==> src/rtl/dacchain_pkg.sv <==
package dacchain_pkg;

  typedef enum logic [2:0] {
    ST_IDLE = 3'd0,
    ST_LEAD = 3'd1,
    ST_HIGH = 3'd2,
    ST_LOW  = 3'd3,
    ST_TAIL = 3'd4,
    ST_LOAD = 3'd5
  } phase_e;

  // Whole system cycles covering a time in ns, never below one.
  function automatic int ns_to_cyc(input int ns, input int period_ns);
    int c;
    c = (ns + period_ns - 1) / period_ns;
    return (c < 1) ? 1 : c;
  endfunction

  function automatic int max2(input int a, input int b);
    return (a > b) ? a : b;
  endfunction

endpackage

==> src/rtl/frame_pack.sv <==
module frame_pack #(
  parameter int NDEV   = 3,
  parameter int CODE_W = 12,
  localparam int SLOT_W = 2 * CODE_W,
  localparam int LEN    = NDEV * SLOT_W
) (
  input  logic [NDEV*CODE_W-1:0] codes_a,
  input  logic [NDEV*CODE_W-1:0] codes_b,
  output logic [LEN-1:0]         frame
);

  // The highest slot leaves first, so the far-end device owns the top slot.
  for (genvar d = 0; d < NDEV; d++) begin : g_slot
    assign frame[d*SLOT_W +: SLOT_W] = {codes_a[d*CODE_W +: CODE_W],
                                        codes_b[d*CODE_W +: CODE_W]};
  end

endmodule

==> src/rtl/phase_timer.sv <==
module phase_timer #(
  parameter int CNT_W = 8
) (
  input  logic             clk,
  input  logic             rst_n,
  input  logic             load,
  input  logic [CNT_W-1:0] load_val,
  output logic             expire
);

  logic [CNT_W-1:0] cnt_q, cnt_d;

  always_comb begin
    cnt_d = cnt_q;
    if (load)
      cnt_d = load_val;
    else if (cnt_q != '0)
      cnt_d = cnt_q - 1'b1;
  end

  always_ff @(posedge clk or negedge rst_n) begin
    if (!rst_n) cnt_q <= '0;
    else        cnt_q <= cnt_d;
  end

  assign expire = (cnt_q == '0);

endmodule

==> src/rtl/bit_shifter.sv <==
module bit_shifter #(
  parameter int LEN = 72,
  localparam int BW = (LEN > 1) ? $clog2(LEN) : 1
) (
  input  logic           clk,
  input  logic           rst_n,
  input  logic           load,
  input  logic [LEN-1:0] frame,
  input  logic           shift,
  output logic           bit_out,
  output logic           last
);

  logic [LEN-1:0] sr_q, sr_d;
  logic [BW-1:0]  left_q, left_d;

  always_comb begin
    sr_d   = sr_q;
    left_d = left_q;
    if (load) begin
      sr_d   = frame;
      left_d = BW'(LEN - 1);
    end else if (shift) begin
      sr_d   = {sr_q[LEN-2:0], 1'b0};
      left_d = left_q - 1'b1;
    end
  end

  always_ff @(posedge clk or negedge rst_n) begin
    if (!rst_n) begin
      sr_q   <= '0;
      left_q <= '0;
    end else begin
      sr_q   <= sr_d;
      left_q <= left_d;
    end
  end

  assign bit_out = sr_q[LEN-1];
  assign last    = (left_q == '0);

  // the sequencer never advances past the final bit of the stream
  assert_no_overrun_R2: assert property (@(posedge clk) disable iff (!rst_n)
    shift |-> !last);

endmodule

==> src/rtl/dacchain_host.sv <==
module dacchain_host
  import dacchain_pkg::*;
#(
  parameter int NDEV     = 3,
  parameter int CODE_W   = 12,
  parameter int CLK_NS   = 8,
  parameter int SETUP_NS = 40,
  parameter int HIGH_NS  = 40,
  parameter int LOW_NS   = 40,
  parameter int LEAD_NS  = 20,
  parameter int TAIL_NS  = 40,
  parameter int LOAD_NS  = 50,
  parameter int CNT_W    = 8
) (
  input  logic                   clk,
  input  logic                   rst_n,
  input  logic                   start,
  input  logic [NDEV*CODE_W-1:0] codes_a,
  input  logic [NDEV*CODE_W-1:0] codes_b,
  output logic                   busy,
  output logic                   done,
  output logic                   sclk,
  output logic                   sdin,
  output logic                   strobe_n
);

  localparam int LEN    = NDEV * 2 * CODE_W;
  localparam int SETUPC = ns_to_cyc(SETUP_NS, CLK_NS);
  localparam int LEADC  = max2(ns_to_cyc(LEAD_NS, CLK_NS), SETUPC);
  localparam int LOWC   = max2(ns_to_cyc(LOW_NS, CLK_NS), SETUPC);
  localparam int HIGHC  = ns_to_cyc(HIGH_NS, CLK_NS);
  localparam int TAILC  = ns_to_cyc(TAIL_NS, CLK_NS);
  localparam int LOADC  = ns_to_cyc(LOAD_NS, CLK_NS);
  localparam logic [CNT_W-1:0] LEAD_M1 = CNT_W'(LEADC - 1);
  localparam logic [CNT_W-1:0] LOW_M1  = CNT_W'(LOWC - 1);
  localparam logic [CNT_W-1:0] HIGH_M1 = CNT_W'(HIGHC - 1);
  localparam logic [CNT_W-1:0] TAIL_M1 = CNT_W'(TAILC - 1);
  localparam logic [CNT_W-1:0] LOAD_M1 = CNT_W'(LOADC - 1);

  // Reset: asserted asynchronously, released after two clock edges.
  logic [1:0] rsync_q;
  logic       rst_in_n;

  always_ff @(posedge clk or negedge rst_n) begin
    if (!rst_n) rsync_q <= 2'b00;
    else        rsync_q <= {rsync_q[0], 1'b1};
  end
  assign rst_in_n = rsync_q[1];

  logic [LEN-1:0]   frame;
  logic             t_load, t_expire;
  logic [CNT_W-1:0] t_val;
  logic             s_load, s_shift, s_last;
  phase_e           st_q, st_d;
  logic             done_set;
  logic             sclk_q, stb_q, busy_q, done_q;

  frame_pack #(.NDEV(NDEV), .CODE_W(CODE_W)) u_pack (
    .codes_a (codes_a),
    .codes_b (codes_b),
    .frame   (frame)
  );

  phase_timer #(.CNT_W(CNT_W)) u_timer (
    .clk      (clk),
    .rst_n    (rst_in_n),
    .load     (t_load),
    .load_val (t_val),
    .expire   (t_expire)
  );

  bit_shifter #(.LEN(LEN)) u_shift (
    .clk     (clk),
    .rst_n   (rst_in_n),
    .load    (s_load),
    .frame   (frame),
    .shift   (s_shift),
    .bit_out (sdin),
    .last    (s_last)
  );

  // Next-state process: each phase arms the timer with its length minus one.
  always_comb begin
    st_d     = st_q;
    t_load   = 1'b0;
    t_val    = '0;
    s_load   = 1'b0;
    s_shift  = 1'b0;
    done_set = 1'b0;
    unique case (st_q)
      ST_IDLE: if (start) begin
        st_d   = ST_LEAD;
        t_load = 1'b1;
        t_val  = LEAD_M1;
        s_load = 1'b1;
      end
      ST_LEAD: if (t_expire) begin
        st_d   = ST_HIGH;
        t_load = 1'b1;
        t_val  = HIGH_M1;
      end
      ST_HIGH: if (t_expire) begin
        t_load = 1'b1;
        if (s_last) begin
          st_d  = ST_TAIL;
          t_val = TAIL_M1;
        end else begin
          st_d    = ST_LOW;
          t_val   = LOW_M1;
          s_shift = 1'b1;
        end
      end
      ST_LOW: if (t_expire) begin
        st_d   = ST_HIGH;
        t_load = 1'b1;
        t_val  = HIGH_M1;
      end
      ST_TAIL: if (t_expire) begin
        st_d   = ST_LOAD;
        t_load = 1'b1;
        t_val  = LOAD_M1;
      end
      ST_LOAD: if (t_expire) begin
        st_d     = ST_IDLE;
        done_set = 1'b1;
      end
      default: st_d = ST_IDLE;
    endcase
  end

  // Register process: pins are flops fed from the next state.
  always_ff @(posedge clk or negedge rst_in_n) begin
    if (!rst_in_n) begin
      st_q   <= ST_IDLE;
      sclk_q <= 1'b0;
      stb_q  <= 1'b1;
      busy_q <= 1'b0;
      done_q <= 1'b0;
    end else begin
      st_q   <= st_d;
      sclk_q <= (st_d == ST_HIGH);
      stb_q  <= (st_d == ST_IDLE) || (st_d == ST_LOAD);
      busy_q <= (st_d != ST_IDLE);
      done_q <= done_set;
    end
  end

  assign sclk     = sclk_q;
  assign strobe_n = stb_q;
  assign busy     = busy_q;
  assign done     = done_q;

  // the select edge only happens with the serial clock already low
  assert_sclk_low_at_select_R4: assert property (@(posedge clk) disable iff (!rst_in_n)
    $fell(strobe_n) |-> (!sclk && !$past(sclk)));

  // data from the shifter is steady across the whole high phase
  assert_din_held_high_R5: assert property (@(posedge clk) disable iff (!rst_in_n)
    sclk |-> $stable(sdin));

  // no clock pulse reaches the devices while they are loading
  assert_no_clock_in_load_R9: assert property (@(posedge clk) disable iff (!rst_in_n)
    strobe_n |-> !sclk);

  // done closes a busy interval
  assert_done_after_busy_R10: assert property (@(posedge clk) disable iff (!rst_in_n)
    done |-> (!busy && $past(busy)));

  // a new select only ever starts from idle
  assert_select_from_idle_R11: assert property (@(posedge clk) disable iff (!rst_in_n)
    $fell(strobe_n) |-> !$past(busy));

endmodule

==> config.mk <==
export PLATFORM = sky130hd
export DESIGN_NAME = dacchain_host
export DESIGN_NICKNAME = d
export VERILOG_FILES = /design/src/rtl/dacchain_pkg.sv /design/src/rtl/frame_pack.sv /design/src/rtl/phase_timer.sv /design/src/rtl/bit_shifter.sv /design/src/rtl/dacchain_host.sv
export SDC_FILE = /design/constraint.sdc
export NUM_CORES = 1
export LEC_CHECK = 0
export BUFFER_PORTS_ARGS = -buffer_cell sky130_fd_sc_hd__buf_2
export CAP_MARGIN = 5
export CORE_MARGIN = 2
export CORE_UTILIZATION = 63
export CTS_BUF_LIST = sky130_fd_sc_hd__clkbuf_8
export DETAILED_ROUTE_END_ITERATION = 16
export GPL_TIMING_DRIVEN = 0
export PLACE_DENSITY = 0.95
export SETUP_SLACK_MARGIN = 0.4
export SLEW_MARGIN = 10
export SYNTH_ARGS = -nofsm -noshare
export SYNTH_HDL_FRONTEND = slang
export SYNTH_HIERARCHICAL = 1
export SYNTH_SLANG_ARGS = --single-unit
export TNS_END_PERCENT = 1
==> constraint.sdc <==
create_clock -name clk -period 5.02 [get_ports clk]
set_input_delay 1.004 -clock clk [delete_from_list [all_inputs] [get_ports clk]]
set_output_delay 1.004 -clock clk [all_outputs]
set_load 0.01 [all_outputs]
== After elaboration in Yosys (flattened, before gate mapping) ==
Cells that the tools add are included.

* Add/sub/neg operators: 2
* Multiplexer cells: 25
* Equality and inequality tests: 7
* Reductions and logical operators: 12

{| class="wikitable"
|+ Operators with widths
! cell !! count
|-
| $mux W72 || 2
|-
| $mux W3 || 9
|-
| $mux W8 || 2
|-
| $pmux W3 S5 || 1
|-
| $mux W7 || 2
|-
| $eq A3 B2 Y1 const B || 3
|-
| $eq A3 B3 Y1 const B || 3
|-
| $pmux W3 S3 || 1
|-
| $logic_not A8 Y1 || 1
|-
| $reduce_bool A8 Y1 || 1
|-
| $sub A8 B1 Y8 const B || 1
|-
| $logic_not A7 Y1 || 1
|-
| $mux W1 || 7
|-
| $sub A7 B1 Y7 const B || 1
|-
| $logic_not A3 Y1 || 2
|-
| $reduce_bool A2 Y1 || 2
|-
| $reduce_or A4 Y1 || 1
|-
| $eq A3 B1 Y1 const B || 1
|-
| $reduce_bool A3 Y1 || 1
|-
| $reduce_or A3 Y1 || 1
|-
| $pmux W1 S2 || 1
|-
| $reduce_or A2 Y1 || 1
|-
| $logic_or A1 B1 Y1 || 1
|}

* Word-level logic and storage cells: 55
* Flip-flop bits (word level): 96
* Input port bits: 75

== Logic depth before layout (Yosys ltp) ==
* Depth after elaboration: 6
* Depth in mapped cells: 13
* Mapped depth without buffers: 9

== Modules after synthesis ==
The synthesis kept the hierarchy.

{| class="wikitable"
|+ Modules (own cells, without submodules)
! module !! sequential area each (µm²) !! area each (µm²) !! cells each !! times used
|-
| bit_shifter || 1,976.9 || 3,628.5 || 349 || 1
|-
| frame_pack || 0.0 || 540.5 || 72 || 1
|-
| phase_timer || 200.2 || 476.7 || 54 || 1
|-
| dacchain_host || 226.5 || 446.7 || 45 || 1
|}

== Least setup slack after synthesis ==
Ideal clock, no wire load.

* Kind: register -> register
* Start point: reg u_timer.cnt_q[0]
* End point: reg u_shift.sr_q[44]
* Clock period less this slack: 2.735 ns
* Arrival time: 2.600 ns
* Setup slack: 2.285 ns
* Buffers on the path: 5
* Cell stages (with the launch flop): 14
* Library setup time: 0.135 ns
* Required time: 4.885 ns
* Cell sequence: dfrtp_1 inv_1 ha_1 or3b_1 clkbuf_2 nor2_1 buf_2 nand2_1 nor4_1 buf_2 buf_2 buf_2 mux2i_1 o21ai_0

* Longest elaborated chain between the ends: 4

{| class="wikitable"
|+ Ends and longest elaborated chain
! item !! RTL line !! text
|-
| start, declared || phase_timer.sv:11 || <nowiki>logic [CNT_W-1:0] cnt_q, cnt_d;</nowiki>
|-
| start signal, assigned || phase_timer.sv:23 || <nowiki>else cnt_q <= cnt_d;</nowiki>
|-
| $logic_not A8 Y1 || phase_timer.sv:26 || <nowiki>assign expire = (cnt_q == '0);</nowiki>
|-
| net t_expire || dacchain_host.sv:51 || <nowiki>logic t_load, t_expire;</nowiki>
|-
| $mux W1 || dacchain_host.sv:102 || <nowiki>ST_HIGH: if (t_expire) begin</nowiki>
|-
| $mux W1 || dacchain_host.sv:90 || <nowiki>unique case (st_q)</nowiki>
|-
| net s_shift || dacchain_host.sv:53 || <nowiki>logic s_load, s_shift, s_last;</nowiki>
|-
| $reduce_bool A2 Y1 (no line) || - ||
|-
| end signal, assigned || bit_shifter.sv:34 || <nowiki>sr_q <= sr_d;</nowiki>
|-
| end, declared || bit_shifter.sv:14 || <nowiki>logic [LEN-1:0] sr_q, sr_d;</nowiki>
|}

The timed path passes the listed nets, and every way through them passes these cells.
A chain may end at the register's enable or synchronous reset.

== Worst setup path after layout ==
* Start point: reg u_timer.cnt_q[0]
* End point: reg u_shift.sr_q[23]

Same word-level chain as after synthesis.

==> out/metrics.yaml <==
outcome:
  status: "finished, final reports clean"
placement:
  dp_hpwl_um: 6930
  gp_congestion: 0.912
  io_buffers: 7
clock_network:
  clk_pin_slew_ps: 100
  cts.sinks: 96
  cts_buffers: 9
  clock_tree.root_cell: "clkbuf_8"
  cts_tree: "yes"
  clk_latency_ps: 350
  post_cts_resized: 0
  post_cts_buffers: 0
  clockBufferDepth: 2
  h-tree-depth: 3
  hold_buffers: 0
routing:
  drt-initial-drc-count: 150
  first_pass_iters: 4
  routedWlPerCell_um: 14.7
  drt_wl_total_um: 9540
  drc_errors: 0
  viasPerCell: 5.50
  ant_nets: 0
  vias: 3581
global_route:
  grt_max_degree: 69
  antenna_found_initial: 0
  gr-usage-all-layers_pct: 22.7
  grt_overflow: 0
  met3_usage_pct: 3.53
  met2_usage_pct: 41.4
  gr-usage-met1_pct: 27.6
  grt_busiest_layer: "met2"
  grt_pass1_vias: 3660
  grt_pass1_wl_um: 15900
timing:
  hold_viol_final: 0
  min_period_ps: 3250
  final-max-slew-violation-count: 0
  hold_slack_ps: 254
  rsz0062_at_grt: "false"
  tns_ps: 0
  finalSetupViolations: 0
  tightest_slew_ps: 520
  fmax_mhz: 308
  slew_headroom_pct: 65.3
  finClkSkew_ps: 14.7
  post-route-period-util_pct: 64.8
synthesis:
  ys.warnings.count: 6
  synth_edf_count: 0
  syn_area_sq_mm: 0.00509
  synth.area.top_cells: "dfrtp_1, mux2i_1, buf_4, o21ai_0, nand2_1"
  yosys.area.top_type_share_pct: 46.7
  yosys.area.top_type: "dfrtp_1"
  netlist_instances: 520
  synth_ff_type: "dfrtp_1"
  ys_seq_area_share_pct: 47.2
  ys_async_sr_fraction_pct: 100
  synth_seq_cells: 96
  synthDistinctLibCells: 47
  postSynthAreaPerCell_sq_um: 9.79
die:
  io-pin-count: 80
  die_h_um: 93.9
  fp.dieW_um: 93.9
  num_rows: 32
  core_sq_mm: 0.00777
  dieArea_sq_mm: 0.00882
  start_util_pct: 65.6
setup_path:
  cp_common_cell: "buf_2"
  r2r_cells: 13
  slowest_delay_ps: 430
  endpoint_kind: "flip-flop"
  crit_family: "buffers and inverters"
  path_buf_inv: 6
  worstPathMaxFanout: 10
  cp_data_arrival_time_ps: 3470
  cp.required_ps: 5240
  path_class: "reg -> reg"
  rr_endpoint: "u_shift/sr_q[23]$_DFFE_PN0P_"
  worstPathCellList: "inv_1, ha_1, or3b_1, clkbuf_2, nor2_1, buf_2, nand2_1, nor4_1, buf_2, buf_2, buf_2, mux2i_1, o21ai_0"
  cp_slowest_cell: "dfrtp_1"
  startpoint_type: "flip-flop"
  reg2reg_setup_slack_ps: 1770
  reg2reg_from: "u_timer/cnt_q[0]$_DFFE_PN0P_"
final_layout:
  final_nets: 622
  drive_above_1_share_pct: 21.3
  antenna_cells: 0
  seqCellArea_sq_mm: 0.00241
  multiInputGateArea_sq_mm: 0.00200
  area_growth_pct: 8.57
  nFillCells: 575
power:
  ir_worst_vdd_v: 0.000264
  p_per_area_mw_per_mm2: 445
  leakagePower_uw: 0.00224
run:
  drv_cap: 0
worst_hold_path:
  hp-class: "reg -> async"
sequential cells by signal, summed over array words and instances (netlist names):
register        flops
u_shift/sr_q       72
u_timer/cnt_q       8
u_shift/left_q      7
st_q                3
rsync_q             2
busy                1
done                1
sclk                1
strobe_n            1
worst register-to-register path, stage by stage, from the launching register on:
cell and delay (ps):
dfrtp_1 430, inv_1 100, ha_1 230, or3b_1 360
clkbuf_2 160, nor2_1 190, buf_2 230, nand2_1 120
nor4_1 160, buf_2 220, buf_2 260, buf_2 330
mux2i_1 240, o21ai_0 110
power breakdown:
part / internal, uW / switching (uW) / total, uW
Clock: 287 / 272 / 559
Sequential: 1110 / 219 / 1330
Combinational: 287 / 286 / 574
layer usage:
metal,up-vias,wire length (um),part of all wire [%]
met5,-,0,0
met1,1747,4040,42
met2,81,5070,53
met3,6,351,3.7
li1,1747,-,-
met4,0,76,0.80
kinds of logic (layout without fill, tap and decap cells):
logic type               after synthesis  after routing  synth area share [%]
flip-flops                            96             96                  47.2
AO/OA/AOI/OAI                         98             98                  10.4
XOR/XNOR                               4              4                 0.688
multiplexers                          72             72                  14.2
other                                  2              7                 0.147
buffers and inverters                109            133                  14.0
AND/OR/NAND/NOR                      136            136                  12.7
adder cells (fa/ha/maj)                3              3                 0.737
through the flow:
step | cell area [sq um] | std cells | utilization [%] | power (uW) | setup slack, ps
final | 5530 | 651 | 71.2 | 2460 | 1770
after global routing | 5530 | 651 | 71.2 | 2620 | 1460
after CTS | 5530 | 651 | 71.2 | 2470 | 1760
after detailed placement | 5310 | 635 | 68.3 | 1910 | 1730
after global placement | 5270 | 634 | 67.9 | 1830 | 1290
after floorplan | 5110 | 525 | - | 1730 | 2150
worst max-delay path by stage:
stage                                       from                            to  slack (ps)  depth (start not counted)
floorplan                   rsync_q[1]$_DFF_PN0_                busy$_DFF_PN0_        2150                          0
global placement            rsync_q[1]$_DFF_PN0_  u_shift/sr_q[23]$_DFFE_PN0P_        1290                          0
detailed placement  u_timer/cnt_q[0]$_DFFE_PN0P_  u_shift/sr_q[23]$_DFFE_PN0P_        1730                         13
CTS                 u_timer/cnt_q[0]$_DFFE_PN0P_  u_shift/sr_q[23]$_DFFE_PN0P_        1760                         13
global route        u_timer/cnt_q[0]$_DFFE_PN0P_  u_shift/sr_q[31]$_DFFE_PN0P_        1460                         13
finish              u_timer/cnt_q[0]$_DFFE_PN0P_  u_shift/sr_q[23]$_DFFE_PN0P_        1770                         13
cell usage in the layout (no fill, tap or decap), types with 7 or more instances in the layout:
master	count
clkbuf_8	9
buf_2	18
dfrtp_1	94
mux2i_1	71
clkbuf_1	17
buf_4	73
nor2_1	9
nor3_1	7
o21ai_0	71
a21oi_1	8
nand2_1	83
conb_1	7
layout make-up:
class | instances | area share, %
Sequential cell | 96 | 43.5
Multi-Input combinational cell | 320 | 36.1
Buffer | 104 | 12.5
Tap cell | 102 | 2.31
Clock buffer | 9 | 2.24
Clock inverter | 7 | 1.81
Timing Repair Buffer | 8 | 1.13
Inverter | 5 | 0.339
synthesized netlist by cell type, types with 2 or more instances:
| cell | instances |
|---|---|
| dfrtp_1 | 95 |
| nand2_1 | 83 |
| buf_4 | 73 |
| mux2i_1 | 71 |
| o21ai_0 | 71 |
| clkbuf_1 | 17 |
| buf_2 | 11 |
| nor2_1 | 9 |
| a21oi_1 | 8 |
| nor3_1 | 7 |
| inv_1 | 5 |
| nand2b_1 | 5 |
| o21ai_1 | 5 |
| o31ai_1 | 5 |
| nor4_1 | 4 |
| or3b_1 | 4 |
| ha_1 | 3 |
| nand3_1 | 3 |
| nor2b_1 | 3 |
| nor3b_1 | 3 |
| or3_1 | 3 |
| or4_1 | 3 |
| xnor2_1 | 3 |
| conb_1 | 2 |
| nand4_1 | 2 |
No activity file was read; power rests on OpenSTA's default activity.
